==> config.mk <==
export PLATFORM = sky130hd
export DESIGN_NAME = link_speed_seq
export DESIGN_NICKNAME = d
export VERILOG_FILES = /design/src/rtl/lss_pkg.sv /design/src/rtl/lss_datapath.sv /design/src/rtl/lss_control.sv /design/src/rtl/link_speed_seq.sv
export SDC_FILE = /design/constraint.sdc
export NUM_CORES = 1
export LEC_CHECK = 0
export ABC_AREA = 0
export BUFFER_PORTS_ARGS = -buffer_cell sky130_fd_sc_hd__buf_2
export CAP_MARGIN = 20
export CORE_UTILIZATION = 30
export CTS_BUF_LIST = sky130_fd_sc_hd__clkbuf_4
export DETAILED_ROUTE_END_ITERATION = 10
export PLACE_DENSITY = 0.54
export SYNTH_ARGS = -nofsm -noshare
export SYNTH_HDL_FRONTEND = slang
export SYNTH_SLANG_ARGS = --single-unit
export TNS_END_PERCENT = 30
==> constraint.sdc <==
create_clock -name clk -period 4.4 [get_ports clk]
set_clock_uncertainty 0.1 [all_clocks]
set_input_delay 0.66 -clock clk [delete_from_list [all_inputs] [get_ports clk]]
set_output_delay 0.66 -clock clk [all_outputs]
set_load 0.01 [all_outputs]
==> src/rtl/lss_pkg.sv <==
package lss_pkg;
  typedef enum logic [2:0] {
    ST_IDLE, ST_ARM, ST_LINK1, ST_CHG, ST_LINK2, ST_DONE, ST_FAIL
  } seqState_t;

  typedef struct packed {
    logic clrRun;
    logic enTrain;
    logic raiseSpeed;
    logic clrReq;
    logic latchGen;
    logic setDone;
    logic setFail;
    logic pollRst;
    logic gapLoad;
    logic pollMiss;
  } ctlStrobes_t;
endpackage

==> src/rtl/lss_datapath.sv <==
module lss_datapath
  import lss_pkg::*;
#(
  parameter int SPEED_W   = 4,
  parameter int GEN_W     = 4,
  parameter int STAT_W    = 32,
  parameter int GEN_LSB   = 16,
  parameter int LOW_GEN   = 1,
  parameter int HIGH_GEN  = 2,
  parameter int MAX_POLLS = 200,
  parameter int POLL_GAP  = 12500
) (
  input  logic               clk,
  input  logic               rstN,
  input  ctlStrobes_t        stb,
  input  logic [STAT_W-1:0]  linkStatus,
  output logic               pollDue,
  output logic               pollLast,
  output logic [SPEED_W-1:0] maxSpeed,
  output logic               trainEn,
  output logic               speedChgReq,
  output logic               done,
  output logic               fail,
  output logic [GEN_W-1:0]   finalGen
);
  localparam int PC_W = $clog2(MAX_POLLS + 1);
  localparam int WC_W = $clog2(POLL_GAP + 2);
  localparam logic [SPEED_W-1:0] SPD_LOW  = SPEED_W'(LOW_GEN);
  localparam logic [SPEED_W-1:0] SPD_HIGH = SPEED_W'(HIGH_GEN);
  localparam logic [WC_W-1:0]    GAP      = WC_W'(POLL_GAP);
  localparam logic [PC_W-1:0]    LASTPOLL = PC_W'(MAX_POLLS - 1);

  logic [PC_W-1:0] pollCnt;
  logic [WC_W-1:0] waitCnt;

  always_ff @(posedge clk) begin
    if (!rstN) begin
      maxSpeed    <= SPD_LOW;
      trainEn     <= 1'b0;
      speedChgReq <= 1'b0;
      done        <= 1'b0;
      fail        <= 1'b0;
      finalGen    <= '0;
    end else begin
      if (stb.clrRun) begin
        maxSpeed    <= SPD_LOW;
        trainEn     <= 1'b0;
        speedChgReq <= 1'b0;
        done        <= 1'b0;
        fail        <= 1'b0;
      end
      if (stb.enTrain) trainEn <= 1'b1;
      if (stb.raiseSpeed) begin
        maxSpeed    <= SPD_HIGH;
        speedChgReq <= 1'b1;
      end
      if (stb.clrReq)   speedChgReq <= 1'b0;
      if (stb.latchGen) finalGen <= linkStatus[GEN_LSB +: GEN_W];
      if (stb.setDone)  done <= 1'b1;
      if (stb.setFail)  fail <= 1'b1;
    end
  end

  always_ff @(posedge clk) begin
    if (!rstN) begin
      pollCnt <= '0;
      waitCnt <= '0;
    end else if (stb.pollRst) begin
      pollCnt <= '0;
      waitCnt <= stb.gapLoad ? GAP : '0;
    end else if (stb.pollMiss) begin
      pollCnt <= pollCnt + 1'b1;
      waitCnt <= GAP;
    end else if (waitCnt != '0) begin
      waitCnt <= waitCnt - 1'b1;
    end
  end

  assign pollDue  = (waitCnt == '0);
  assign pollLast = (pollCnt == LASTPOLL);
endmodule

==> src/rtl/lss_control.sv <==
module lss_control
  import lss_pkg::*;
(
  input  logic        clk,
  input  logic        rstN,
  input  logic        start,
  input  logic        linkUp,
  input  logic        speedBusy,
  input  logic        pollDue,
  input  logic        pollLast,
  output ctlStrobes_t stb
);
  seqState_t state, nxt;

  always_ff @(posedge clk) begin
    if (!rstN) state <= ST_IDLE;
    else       state <= nxt;
  end

  always_comb begin
    stb = '0;
    nxt = state;
    unique case (state)
      ST_IDLE, ST_DONE, ST_FAIL: begin
        if (start) begin
          stb.clrRun = 1'b1;
          nxt = ST_ARM;
        end
      end
      ST_ARM: begin
        stb.enTrain = 1'b1;
        stb.pollRst = 1'b1;
        nxt = ST_LINK1;
      end
      ST_LINK1: begin
        if (pollDue) begin
          if (linkUp) begin
            stb.raiseSpeed = 1'b1;
            stb.pollRst    = 1'b1;
            stb.gapLoad    = 1'b1;
            nxt = ST_CHG;
          end else if (pollLast) begin
            stb.setFail = 1'b1;
            nxt = ST_FAIL;
          end else begin
            stb.pollMiss = 1'b1;
          end
        end
      end
      ST_CHG: begin
        if (pollDue) begin
          if (!speedBusy) begin
            stb.clrReq  = 1'b1;
            stb.pollRst = 1'b1;
            nxt = ST_LINK2;
          end else if (pollLast) begin
            stb.clrReq  = 1'b1;
            stb.setFail = 1'b1;
            nxt = ST_FAIL;
          end else begin
            stb.pollMiss = 1'b1;
          end
        end
      end
      ST_LINK2: begin
        if (pollDue) begin
          if (linkUp) begin
            stb.latchGen = 1'b1;
            stb.setDone  = 1'b1;
            nxt = ST_DONE;
          end else if (pollLast) begin
            stb.setFail = 1'b1;
            nxt = ST_FAIL;
          end else begin
            stb.pollMiss = 1'b1;
          end
        end
      end
      default: nxt = ST_IDLE;
    endcase
  end
endmodule

==> src/rtl/link_speed_seq.sv <==
module link_speed_seq
  import lss_pkg::*;
#(
  parameter int SPEED_W   = 4,
  parameter int GEN_W     = 4,
  parameter int STAT_W    = 32,
  parameter int GEN_LSB   = 16,
  parameter int MAX_POLLS = 200,
  parameter int POLL_GAP  = 12500
) (
  input  logic               clk,
  input  logic               rstN,
  input  logic               start,
  input  logic               linkUp,
  input  logic               speedBusy,
  input  logic [STAT_W-1:0]  linkStatus,
  output logic [SPEED_W-1:0] maxSpeed,
  output logic               trainEn,
  output logic               speedChgReq,
  output logic               done,
  output logic               fail,
  output logic [GEN_W-1:0]   finalGen
);
  ctlStrobes_t stb;
  logic pollDue, pollLast;

  lss_control u_ctl (
    .clk(clk), .rstN(rstN), .start(start), .linkUp(linkUp),
    .speedBusy(speedBusy), .pollDue(pollDue), .pollLast(pollLast), .stb(stb)
  );

  lss_datapath #(
    .SPEED_W(SPEED_W), .GEN_W(GEN_W), .STAT_W(STAT_W), .GEN_LSB(GEN_LSB),
    .LOW_GEN(1), .HIGH_GEN(2), .MAX_POLLS(MAX_POLLS), .POLL_GAP(POLL_GAP)
  ) u_dp (
    .clk(clk), .rstN(rstN), .stb(stb), .linkStatus(linkStatus),
    .pollDue(pollDue), .pollLast(pollLast), .maxSpeed(maxSpeed),
    .trainEn(trainEn), .speedChgReq(speedChgReq), .done(done),
    .fail(fail), .finalGen(finalGen)
  );
endmodule

# Yosys cells after proc, flatten, opt, wreduce, memory -nomap -nowiden
# Cells that the tools add are included.
[word_totals] reg_bits=35 input_bits=37 wordCells=82
[classes] add_sub_neg=2 eq_ne=11 mux=47 n_bitwise=1 n_reduce_logical=12
[ops] operator="14-bit two-way mux" count=4
[ops] operator="3-bit two-way mux" count=9
[ops] operator="1-bit two-way mux" count=24
[ops] operator="3-bit one-hot mux with 5 select lines" count=1
[ops] operator="14-bit zero test" count=1
[ops] operator="14-bit nonzero test" count=1
[ops] operator="14-bit by 1-bit subtractor with 14-bit output (second input constant)" count=1
[ops] operator="2-bit two-way mux" count=5
[ops] operator="3-bit equality test (second input constant)" count=3
[ops] operator="1-bit one-hot mux with 3 select lines" count=3
[ops] operator="8-bit by 1-bit adder with 8-bit output (second input constant)" count=1
[ops] operator="8-bit equality test (second input constant)" count=1
[ops] operator="2-bit inequality test (second input constant)" count=4
[ops] operator="2-bit nonzero test" count=4
[ops] operator="3-bit by 2-bit equality test with 1-bit output (second input constant)" count=2
[ops] operator="4-bit two-way mux" count=1
[ops] operator="4-bit AND reduction" count=1
[ops] operator="2-bit OR reduction" count=2
[ops] operator="3-bit by 1-bit equality test with 1-bit output (second input constant)" count=1
[ops] operator="3-bit zero test" count=1
[ops] operator="3-bit nonzero test" count=1
[ops] operator="3-bit OR reduction" count=1
[ops] operator="1-bit NOT" count=1

# Depth between registers and ports, before layout
# Gate-level depths: netlist of the first run.
[logic_depth] word_depth=7 mapped_depth=9

# By module
# A second synthesis of the first run with hierarchy kept.
[unflattened] hier_cells=219 area_unflattened_um2=1821.7
[modules_own_cells] module="lss_datapath" n_inst=1 cells_per_inst=163 area_each_um2=1422.6 seq_area_each_um2=640.6
[modules_own_cells] module="lss_control" n_inst=1 cells_per_inst=56 area_each_um2=399.1 seq_area_each_um2=60.1

# Least setup slack after synthesis of the first run
# Ideal clock, no wire load.
[synth_path] path_kind="register to register" from="register u_dp.waitCnt[0]" to="register u_ctl.state[0]" setup_time_ps=117 t_arrival_ps=1971 slack_ps=2212 path_stages_with_launch=9 synth_period_minus_slack_ps=2188 path_cell_list="dfxtp_1 -> inv_1 -> ha_1 -> or4b_4 -> nor4_4 -> buf_6 -> a32o_2 -> o21ai_1 -> a32o_1"
[synth_between] elab_chain_cells=3 word_cells_on_any_way=5 classes_between="eq/ne (3); reduce/logical (2)"
[synth_rtl] element="start: declaration" line="lss_datapath.sv:34" rtl="logic [WC_W-1:0] waitCnt;"
[synth_rtl] element="start signal: assignment" line="lss_datapath.sv:70" rtl="waitCnt <= stb.gapLoad ? GAP : '0;"
[synth_rtl] element="start signal: assignment" line="lss_datapath.sv:75" rtl="waitCnt <= waitCnt - 1'b1;"
[synth_rtl] element="14-bit zero test *" line="lss_datapath.sv:79" rtl="assign pollDue = (waitCnt == '0);"
[synth_rtl] element="2-bit inequality test (no source line)"
[synth_rtl] element="4-bit AND reduction (no source line) *"
[synth_rtl] element="end signal: assignment" line="lss_control.sv:17" rtl="else state <= nxt;"
[synth_rtl] element="end: declaration" line="lss_control.sv:13" rtl="seqState_t state, nxt;"
# Every way passes the cells marked *; elsewhere a longest branch is shown, timed or not.
# A chain may end at the register's enable or synchronous reset.

# Final worst setup path of the first run
[layout_path] from="register u_dp.waitCnt[0]" to="register u_dp.pollCnt[4]"
[layout_between] elab_chain_cells=4 word_cells_on_any_way=8 classes_between="mux (6); reduce/logical (2)"
[layout_rtl] element="14-bit zero test *" line="lss_datapath.sv:79"
[layout_rtl] element="2-bit two-way mux / 4-bit two-way mux (equally long branches)" line="lss_control.sv:51, lss_control.sv:36"
[layout_rtl] element="1-bit one-hot mux with 3 select lines" line="lss_control.sv:23" rtl="unique case (state)"
[layout_rtl] element="2-bit OR reduction (no source line)"
[layout_rtl] element="end signal: assignment" line="lss_datapath.sv:72" rtl="pollCnt <= pollCnt + 1'b1;"
[layout_rtl] element="end: declaration" line="lss_datapath.sv:33" rtl="logic [PC_W-1:0] pollCnt;"
# Marks and branches as above.

==> results.cfg, run 1 <==
[route]
firstDrtPassIters = 4
drt_first_iter_violations = 70
totalWireLength_microns = 4020
drt-wirelength-per-cell_microns = 12.9
antenna_left = 0
drcViolationCount = 0
vias_per_cell = 5.05
via_count = 1569

[grt]
grt_pass1_vias = 1531
grt_overflow = 0
grt_max_degree = 23
use_met2_pct = 21.7
antenna_found_initial = 0
grt_most_used_layer = met2
track_usage_pct = 13.7
met1_usage_pct = 17.8
grt_pass1_wl_microns = 7000
use_met3_pct = 3.56

[yosys]
syn-instance-count = 221
ys_seq_area_share_pct = 36.7
ys_top_cells_by_area = dfxtp_1, nor2_1, xor2_1, mux2i_1, nand2_1
yosys_warnings = 0
yosysUniqueCellTypes = 56
ys_dominant_reg_cell = dfxtp_1
synth_top_area_share_pct = 36.7
synth_largest_area_cell = dfxtp_1
synth_area_per_cell_sq_um = 8.65
async_flop_share_pct = 0
synth_edf_count = 0
ys_seq_elements = 35
netlist_area_sq_um = 1910

[clock_tree]
cts_buffer_depth = 2
cts_tree = yes
post_cts_buffers = 0
ctsHoldBuffers = 0
cts-buffers-inserted = 5
cts_resized = 0
numClockSinks = 35
clkLatencyLatePin_ns = 0.35
clockRootBuffer = clkbuf_4
clkTransAtPathRegs_ns = 0.12
htree_levels = 2

[worst_setup_path]
startpoint_type = register
cp_num_buf_inv = 2
timing.rr.start = u_dp.waitCnt[0]
critPathMaxStageDelay_ns = 0.53
slowest_stage = or4b_4
end_kind = register
cp_cell_sequence = inv_1 -> ha_1 -> or4b_4 -> nor4_4 -> buf_4 -> nand3_2 -> or3_1 -> a21oi_1
crit_type = register to register
critPathMaxFanout = 22
cp_data_required_time_ns = 4.59
ff2ff_setup_slack_ns = 1.91
reg2reg_depth = 8
cp.arrival_ns = 2.68
regToRegEndpoint = u_dp.pollCnt[4]
cp_top_family = simple AND/OR/NAND/NOR gates

[power_and_ir_drop]
p_leak_uw = 0.000858
pwr-share-comb_pct = 51.8
p_clk_share_pct = 15.4
pwr-share-seq_pct = 32.9
switching_share_pct = 43.7
internal_power_uw = 878
max-vdd-ir-drop_uv = 264
pwr_density_cell_nw_per_um2 = 745
power_switching_uw = 682

[sta]
fin_crit_ns = 2.49
finalSetupTns_ns = 0
rsz0062_at_grt = no
setup_viol = 0
finalMaxSlewViolations = 0
relSlewSlack_pct = 61.8
hold_viol = 0
tightest_slew_ns = 0.566
fmax_mhz = 401
period_share_pct = 56.7
fin_ws_ns = 1.91

[placement]
placed_cell_area_sq_um = 2010
portBuffers = 18
gp_congestion = 0.740
dp_slack_ns = 1.89
dp.final_hpwl_microns = 2790

[finish]
num_antenna_cells = 0
stdcell_area_sq_um = 2090
final_util_pct = 34.7
fin_nets = 274
area_growth_pct = 9.56
fillCellCount = 660
drive_gt1_share_pct = 19.9

[hold_path]
holdCritPathClass = register to register
holdCritStartpoint = u_dp.done
min_to = u_dp.done
hold_depth = 2

[job]
drv_cap = 0

[floorplan]
die_x_microns = 81.8
core_area_sq_um = 6030
row_count = 28
die_h_microns = 81.8
die-area_sq_um = 6690
ioPinCount = 49
start_util_pct = 31.7

[status]
status = completed
[how the worst max path moves through the flow]
stage	slack [ns]	depth (start not counted)	from	to
floorplan	2.21	8	u_dp.waitCnt[0]	u_ctl.state[0]
global placement	1.90	6	speedBusy	u_dp.pollCnt[4]
detailed placement	1.89	6	speedBusy	u_dp.pollCnt[4]
CTS	1.87	8	u_dp.waitCnt[0]	u_dp.waitCnt[11]
global route	1.72	5	u_ctl.state[1]	u_dp.pollCnt[4]
finish	1.91	8	u_dp.waitCnt[0]	u_dp.pollCnt[4]
[stage by stage]
stage               cells  hold slack (ns)  power (uW)
global route          311            0.409        1700
finish                311            0.365        1560
global placement      303            0.339        1320
detailed placement    303            0.348        1330
CTS                   311            0.367        1570
floorplan             222            0.356        1210
[tightest hold or removal path: stages, from the launching register on]
cell     delay, ns
dfxtp_1       0.33
nand2_1       0.05
a21oi_1       0.05
[cell type report]
class / instances / area (sq um) / area share, %
clock buffer: 5 / 37.5 / 1.79
clock inverter: 3 / 43.8 / 2.09
inverter: 4 / 15.0 / 0.717
multi-input combinational: 170 / 1100 / 52.8
sequential: 35 / 701 / 33.5
tap: 75 / 93.8 / 4.48
timing repair buffer: 19 / 97.6 / 4.66
[placed cells by master (no fill, tap or decap), types with 2 or more instances in the layout]
master / synthesis / routed
nand4_1: 4 / 4
mux2i_1: 7 / 7
nor2b_1: 2 / 2
nor2_2: 2 / 2
nor4_4: 2 / 2
or4_4: 3 / 3
and3_1: 2 / 2
and2b_2: 2 / 2
dfxtp_1: 35 / 35
nand2_1: 17 / 17
a21oi_1: 12 / 12
conb_1: 1 / 2
ha_1: 2 / 2
xor2_1: 9 / 9
buf_2: 0 / 18
o21ai_0: 6 / 6
nand3b_1: 4 / 4
nand2b_1: 2 / 2
nand3_1: 7 / 7
or3_1: 5 / 5
o21a_1: 2 / 2
xnor2_1: 6 / 6
nor4_1: 2 / 2
or4_1: 2 / 2
clkbuf_4: 0 / 5
inv_1: 4 / 4
nor2_1: 34 / 34
nor3_1: 9 / 9
[synth_stat cells, types with 2 or more instances]
cell type / instances
dfxtp_1: 35
nor2_1: 34
nand2_1: 17
a21oi_1: 12
nor3_1: 9
xor2_1: 9
mux2i_1: 7
nand3_1: 7
o21ai_0: 6
xnor2_1: 6
clkbuf_1: 5
or3_1: 5
buf_4: 4
inv_1: 4
nand3b_1: 4
nand4_1: 4
or4_4: 3
and2b_2: 2
and3_1: 2
buf_6: 2
ha_1: 2
nand2b_1: 2
nor2_2: 2
nor2b_1: 2
nor4_1: 2
nor4_4: 2
o21a_1: 2
or4_1: 2
[flip-flops by register name, indices dropped and copies added (netlist names)]
name	cells
u_dp.waitCnt	14
u_dp.pollCnt	8
u_dp.finalGen	4
u_ctl.state	3
u_dp.maxSpeed	2
u_dp.done	1
u_dp.fail	1
u_dp.speedChgReq	1
u_dp.trainEn	1
[power by group through the flow]
stage / combinational [uW] / clock (uW) / sequential, uW
after floorplan: 735 / 0 / 470
after global placement: 805 / 0 / 516
after detailed placement: 811 / 0 / 518
after CTS: 816 / 248 / 511
after global routing: 911 / 259 / 531
final: 808 / 240 / 512
[cell families (layout without fill, tap and decap cells)]
family	count (synthesis)	in the layout	synth area share [%]
other	1	2	0.196
adders and majority gates	2	2	1.31
muxes	7	7	3.67
buffers and inverters	17	31	5.70
and+or+nand+nor	107	107	31.9
AOI/OAI and AO/OA	37	37	13.7
xor gates and xnor gates	15	15	6.88
DFF	35	35	36.7
[routing by layer]
layer	vias to the layer above	part of all wire [%]
li1	814	-
met1	715	50
met2	33	44
met3	7	3.8
met4	0	1.5
met5	-	0
No activity file was read; power rests on OpenSTA's default activity.
==> run 2, diff against run 1 <==
==> constraint.sdc (replaced) <==
create_clock -name clk -period 2.38 [get_ports clk]
set_clock_uncertainty 0.1 [all_clocks]
set_input_delay 0.357 -clock clk [delete_from_list [all_inputs] [get_ports clk]]
set_output_delay 0.357 -clock clk [all_outputs]
set_load 0.01 [all_outputs]
==> run 2 against run 1 <==
Against the previous run: final area increased by 5.6%; die area unchanged; register-to-register slack got worse by 1.8 ns; fmax increased by 7.4%; wire length increased by 6.2%; core utilization increased by 1.9 points; clock power increased by 41%; critical path type unchanged; critical endpoint is now u_ctl.state[0].
==> results.cfg, run 2 (same netlist as run 1, synthesis figures left out) <==
[status]
status = completed

[placement]
portBuffers = 18
placed_cell_area_sq_um = 2100
gp_congestion = 0.755
dp.final_hpwl_microns = 3020
dp.cells = 313

[power_and_ir_drop]
p_leak_uw = 0.000923
max-vdd-ir-drop_uv = 514
pwr_density_cell_nw_per_um2 = 1390
switching_share_pct = 43.2
pwr-share-seq_pct = 28.7
pwr-share-comb_pct = 60.3
p_clk_share_pct = 11.0
internal_power_uw = 1750
power_switching_uw = 1330

[finish]
fin_nets = 289
final-instance-count-excl-fill = 326
largest_reg_flops = 14
final_cell_mix = nor2_1, dfxtp_1, buf_2, nand2_1, buf_4
final_common_cell = nor2_1
largest_register = u_dp.waitCnt
stdcell_area_sq_um = 2210
drive_gt1_share_pct = 27.1
area_growth_pct = 15.7
largestRegisters = u_dp.waitCnt x14, u_dp.pollCnt x8, u_dp.finalGen x4
num_antenna_cells = 0

[job]
drv_cap = 0

[route]
vias_per_cell = 4.98
totalWireLength_microns = 4270
wl_met2_microns = 1930
drcViolationCount = 0
via_count = 1623
wl_met1_microns = 2100
met3_length_microns = 166
top_layer = met4
drt_first_iter_violations = 62
drt-wirelength-per-cell_microns = 13.1
antenna_left = 0
firstDrtPassIters = 4

[sta]
relSlewSlack_pct = 62.6
tightest_slew_ns = 0.553
fin_crit_ns = 2.32
fmax_mhz = 431
hold_viol = 0
period_share_pct = 97.5
setup_viol = 0
finalMaxSlewViolations = 0
hold_ws_ns = 0.141

[grt]
grt_pass1_wl_microns = 7220
grt_max_degree = 16
grt_pass1_vias = 1550
grt_overflow = 0
track_usage_pct = 14.0
antenna_found_initial = 0

[floorplan]
core_area_sq_um = 6030
die_x_microns = 81.8
die_h_microns = 81.8
ioPinCount = 49
start_util_pct = 31.7
row_count = 28
die-area_sq_um = 6690

[clock_tree]
clockRootBuffer = clkbuf_4
htree_levels = 2
ctsHoldBuffers = 0
clkLatencyLatePin_ns = 0.34
cts-buffers-inserted = 5
cts_tree = yes
numClockSinks = 35
clkTransAtPathRegs_ns = 0.11
cts_buffer_depth = 2

[worst_setup_path]
slowest_stage = or4b_4
startpoint_type = register
critPathMaxFanout = 8
cp_cell_sequence = inv_2 -> ha_4 -> or4b_4 -> nor4_4 -> buf_12 -> a32o_2 -> o21ai_1 -> a32o_1
cp_num_buf_inv = 2
cp.arrival_ns = 2.47
cp_data_required_time_ns = 2.52
critPathMaxStageDelay_ns = 0.51
cp_top_family = simple AND/OR/NAND/NOR gates
crit_type = register to register
end_kind = register

[hold_path]
holdCritPathClass = input pin to register
run 2: cell types whose count changed in the layout (fill, tap and decap cells not counted), sizes merged:
cell	before	now
buf	19	34
bufinv	1	0
clkbuf	5	6
clkinv	2	1
clkinvlp	0	1
run 2: cell type report:
cell class,instances,area (sq um)
fill,648,3820
multi-input combinational,170,1120
sequential,35,703
timing repair buffer,34,220
tap,75,93.8
clock buffer,6,45.0
inverter,4,15.0
clock inverter,2,12.5
run 2: power groups by stage:
stage / clock (uW) / combinational [uW] / sequential [uW]
after CTS: 354 / 1730 / 879
final: 338 / 1860 / 883
after global placement: 0 / 1720 / 888
after floorplan: 0 / 1360 / 869
after global routing: 371 / 2080 / 906
after detailed placement: 0 / 1720 / 892
run 2: what timing repair did:
item,4_1_cts,5_1_grt
hold endpoints to repair,0,0
resized for setup,0,7
endpoints found under the setup margin,0,9
setup buffers,0,5
run 2: worst paths after layout:
kind / slack, ns / to / cells past startpoint / start
worst max-delay path: 0.06 / u_ctl.state[0] / 8 / u_dp.waitCnt[0]
worst min-delay path: 0.14 / u_dp.finalGen[1] / 3 / linkStatus[17]
worst max register to register: 0.06 / u_ctl.state[0] / 8 / u_dp.waitCnt[0]
worst min register to register: 0.36 / u_dp.done / 2 / u_dp.done
run 2: metrics by stage:
| stage | setup TNS [ns] | utilization (%) | power (uW) | setup WS [ns] |
|---|---|---|---|---|
| after floorplan | 0 | - | 2230 | 0.192 |
| after global placement | 0 | 34.8 | 2610 | 0.109 |
| after detailed placement | 0 | 34.8 | 2620 | 0.0909 |
| after CTS | 0 | 35.8 | 2970 | 0.0661 |
| after global routing | -0.119 | 36.7 | 3360 | -0.0401 |
| final | 0 | 36.7 | 3080 | 0.0588 |
run 2: per-layer routing:
metal	vias up	GRT usage, %
met5	-	0
met4	0	5.26
met3	7	3.11
met2	33	22.6
met1	747	18.1
li1	836	-
run 2: worst register-to-register path, stage by stage, from the launching register on:
cell and delay, ns:
dfxtp_2 0.34, inv_2 0.08, ha_4 0.13, or4b_4 0.51
nor4_4 0.33, buf_12 0.17, a32o_2 0.23, o21ai_1 0.08
a32o_1 0.26
==> run 3, diff against run 2 <==
--- a/config.mk
+++ b/config.mk
@@ -11,6 +11,7 @@
 export CORE_UTILIZATION = 30
 export CTS_BUF_LIST = sky130_fd_sc_hd__clkbuf_4
 export DETAILED_ROUTE_END_ITERATION = 10
+export GPL_TIMING_DRIVEN = 0
 export PLACE_DENSITY = 0.54
 export SYNTH_ARGS = -nofsm -noshare
 export SYNTH_HDL_FRONTEND = slang
==> run 3 against run 2 <==
Against the previous run: core utilization rose by 0.37 points; non-clock buffer count up 2; critical endpoint is now u_dp.pollCnt[4]; global-route usage rose by 0.19 points; fmax is 2.3% higher; clock power barely moved; combinational power decreased by 2%; setup slack improved by 0.052 ns; wire length down 1.9%.
==> results.cfg, run 3 (same netlist as run 1, synthesis figures left out) <==
[status]
status = completed

[grt]
grt_overflow = 0
grt_pass1_vias = 1556
antenna_found_initial = 0
track_usage_pct = 14.2
grt_pass1_wl_microns = 7270
grt_max_degree = 12

[sta]
fmax_mhz = 441
period_share_pct = 95.4
hold_viol = 0
hold_ws_ns = 0.153
setup_viol = 0
fin_crit_ns = 2.27
finalMaxSlewViolations = 0
tightest_slew_ns = 0.556
fin_ws_ns = 0.110
relSlewSlack_pct = 62.4

[placement]
dp_slack_ns = -0.0769
dp.cells = 314
placed_cell_area_sq_um = 2090
gp_congestion = 0.781
dp.final_hpwl_microns = 3010
portBuffers = 17

[power_and_ir_drop]
pwr_density_cell_nw_per_um2 = 1360
max-vdd-ir-drop_uv = 538
p_leak_uw = 0.000919

[hold_path]
holdCritPathClass = input pin to register
holdCritStartpoint = linkStatus[18]

[finish]
final_util_pct = 37.0
largest_register = u_dp.waitCnt
largest_reg_flops = 14
final_cell_mix = nor2_1, dfxtp_1, buf_2, nand2_1, a21oi_1
multi_input_area_sq_um = 1140
fin_nets = 291
largestRegisters = u_dp.waitCnt x14, u_dp.pollCnt x8, u_dp.finalGen x4
final_common_cell = nor2_1
area_growth_pct = 16.8
drive_gt1_share_pct = 24.9
final-instance-count-excl-fill = 328
fillCellCount = 647
num_antenna_cells = 0
seq_area_sq_um = 703
stdcell_area_sq_um = 2230

[worst_setup_path]
ff2ff_setup_slack_ns = 0.11
timing.rr.start = u_dp.waitCnt[1]
critPathMaxFanout = 6
cp_data_required_time_ns = 2.56
crit_type = register to register
startpoint_type = register
cp.arrival_ns = 2.45
end_kind = register
worstSetupStartpoint = u_dp.waitCnt[1]

[job]
drv_cap = 0

[clock_tree]
clkTransAtPathRegs_ns = 0.11
htree_levels = 2
numClockSinks = 35
cts_buffer_depth = 2
clockRootBuffer = clkbuf_4
clkLatencyLatePin_ns = 0.34
ctsHoldBuffers = 0
cts_tree = yes
cts-buffers-inserted = 5

[floorplan]
start_util_pct = 31.7
die-area_sq_um = 6690
die_x_microns = 81.8
row_count = 28
ioPinCount = 49
die_h_microns = 81.8
core_area_sq_um = 6030

[route]
drt-wirelength-per-cell_microns = 12.8
via_count = 1669
vias_per_cell = 5.09
antenna_left = 0
drt_first_iter_violations = 60
drcViolationCount = 0
firstDrtPassIters = 4
totalWireLength_microns = 4180
[run 3: stage by stage]
| stage | power, uW | TNS [ns] |
|---|---|---|
| after global placement | 2560 | -0.371 |
| after global routing | 3300 | -0.00625 |
| after CTS | 3040 | 0 |
| final | 3050 | 0 |
| after floorplan | 2230 | 0 |
| after detailed placement | 2560 | -0.280 |
[run 3: worst paths after layout]
path / end / cells after the start
worst max-delay path: u_dp.pollCnt[4] / 8
worst min-delay path: u_dp.finalGen[2] / 3
worst max register to register: u_dp.pollCnt[4] / 8
worst min register to register: u_dp.maxSpeed[1] / 2
[run 3: area by class of cell]
cell class,count,area share (%)
inverters,4,0.673
flip-flops and latches,35,31.5
well taps,75,4.20
clock buffers,6,2.02
repair buffers,23,5.72
multi-input cells,170,51.1
plain buffers,13,4.20
clock inverters,2,0.561
[run 3: timing repair]
item / CTS / global route
cloned: 1 / 0
setup buffers: 4 / 1
gates resized for setup: 3 / 5
setup endpoints to repair: 10 / 16
pin swaps: 2 / 1
[run 3: routing by layer]
| metal | vias to the layer above | wire (microns) | global-route usage [%] |
|---|---|---|---|
| met4 | 0 | 57 | 5.09 |
| li1 | 847 | - | - |
| met3 | 5 | 189 | 3.22 |
| met2 | 34 | 1910 | 22.3 |
| met1 | 783 | 2030 | 18.8 |
| met5 | - | 0 | 0 |
[run 3: report_power, final]
part	switching (uW)	internal (uW)	leakage, uW
clock	213	126	0.0000317
sequential	146	737	0.000286
combinational	980	844	0.000602
total	1340	1710	0.000919
[run 3: critical path, stage by stage (launching register included)]
cell	delay, ns
dfxtp_2	0.34
inv_1	0.09
ha_4	0.15
or4b_4	0.50
nor4_4	0.22
buf_4	0.20
nand3_4	0.10
or3_4	0.39
a21oi_1	0.13
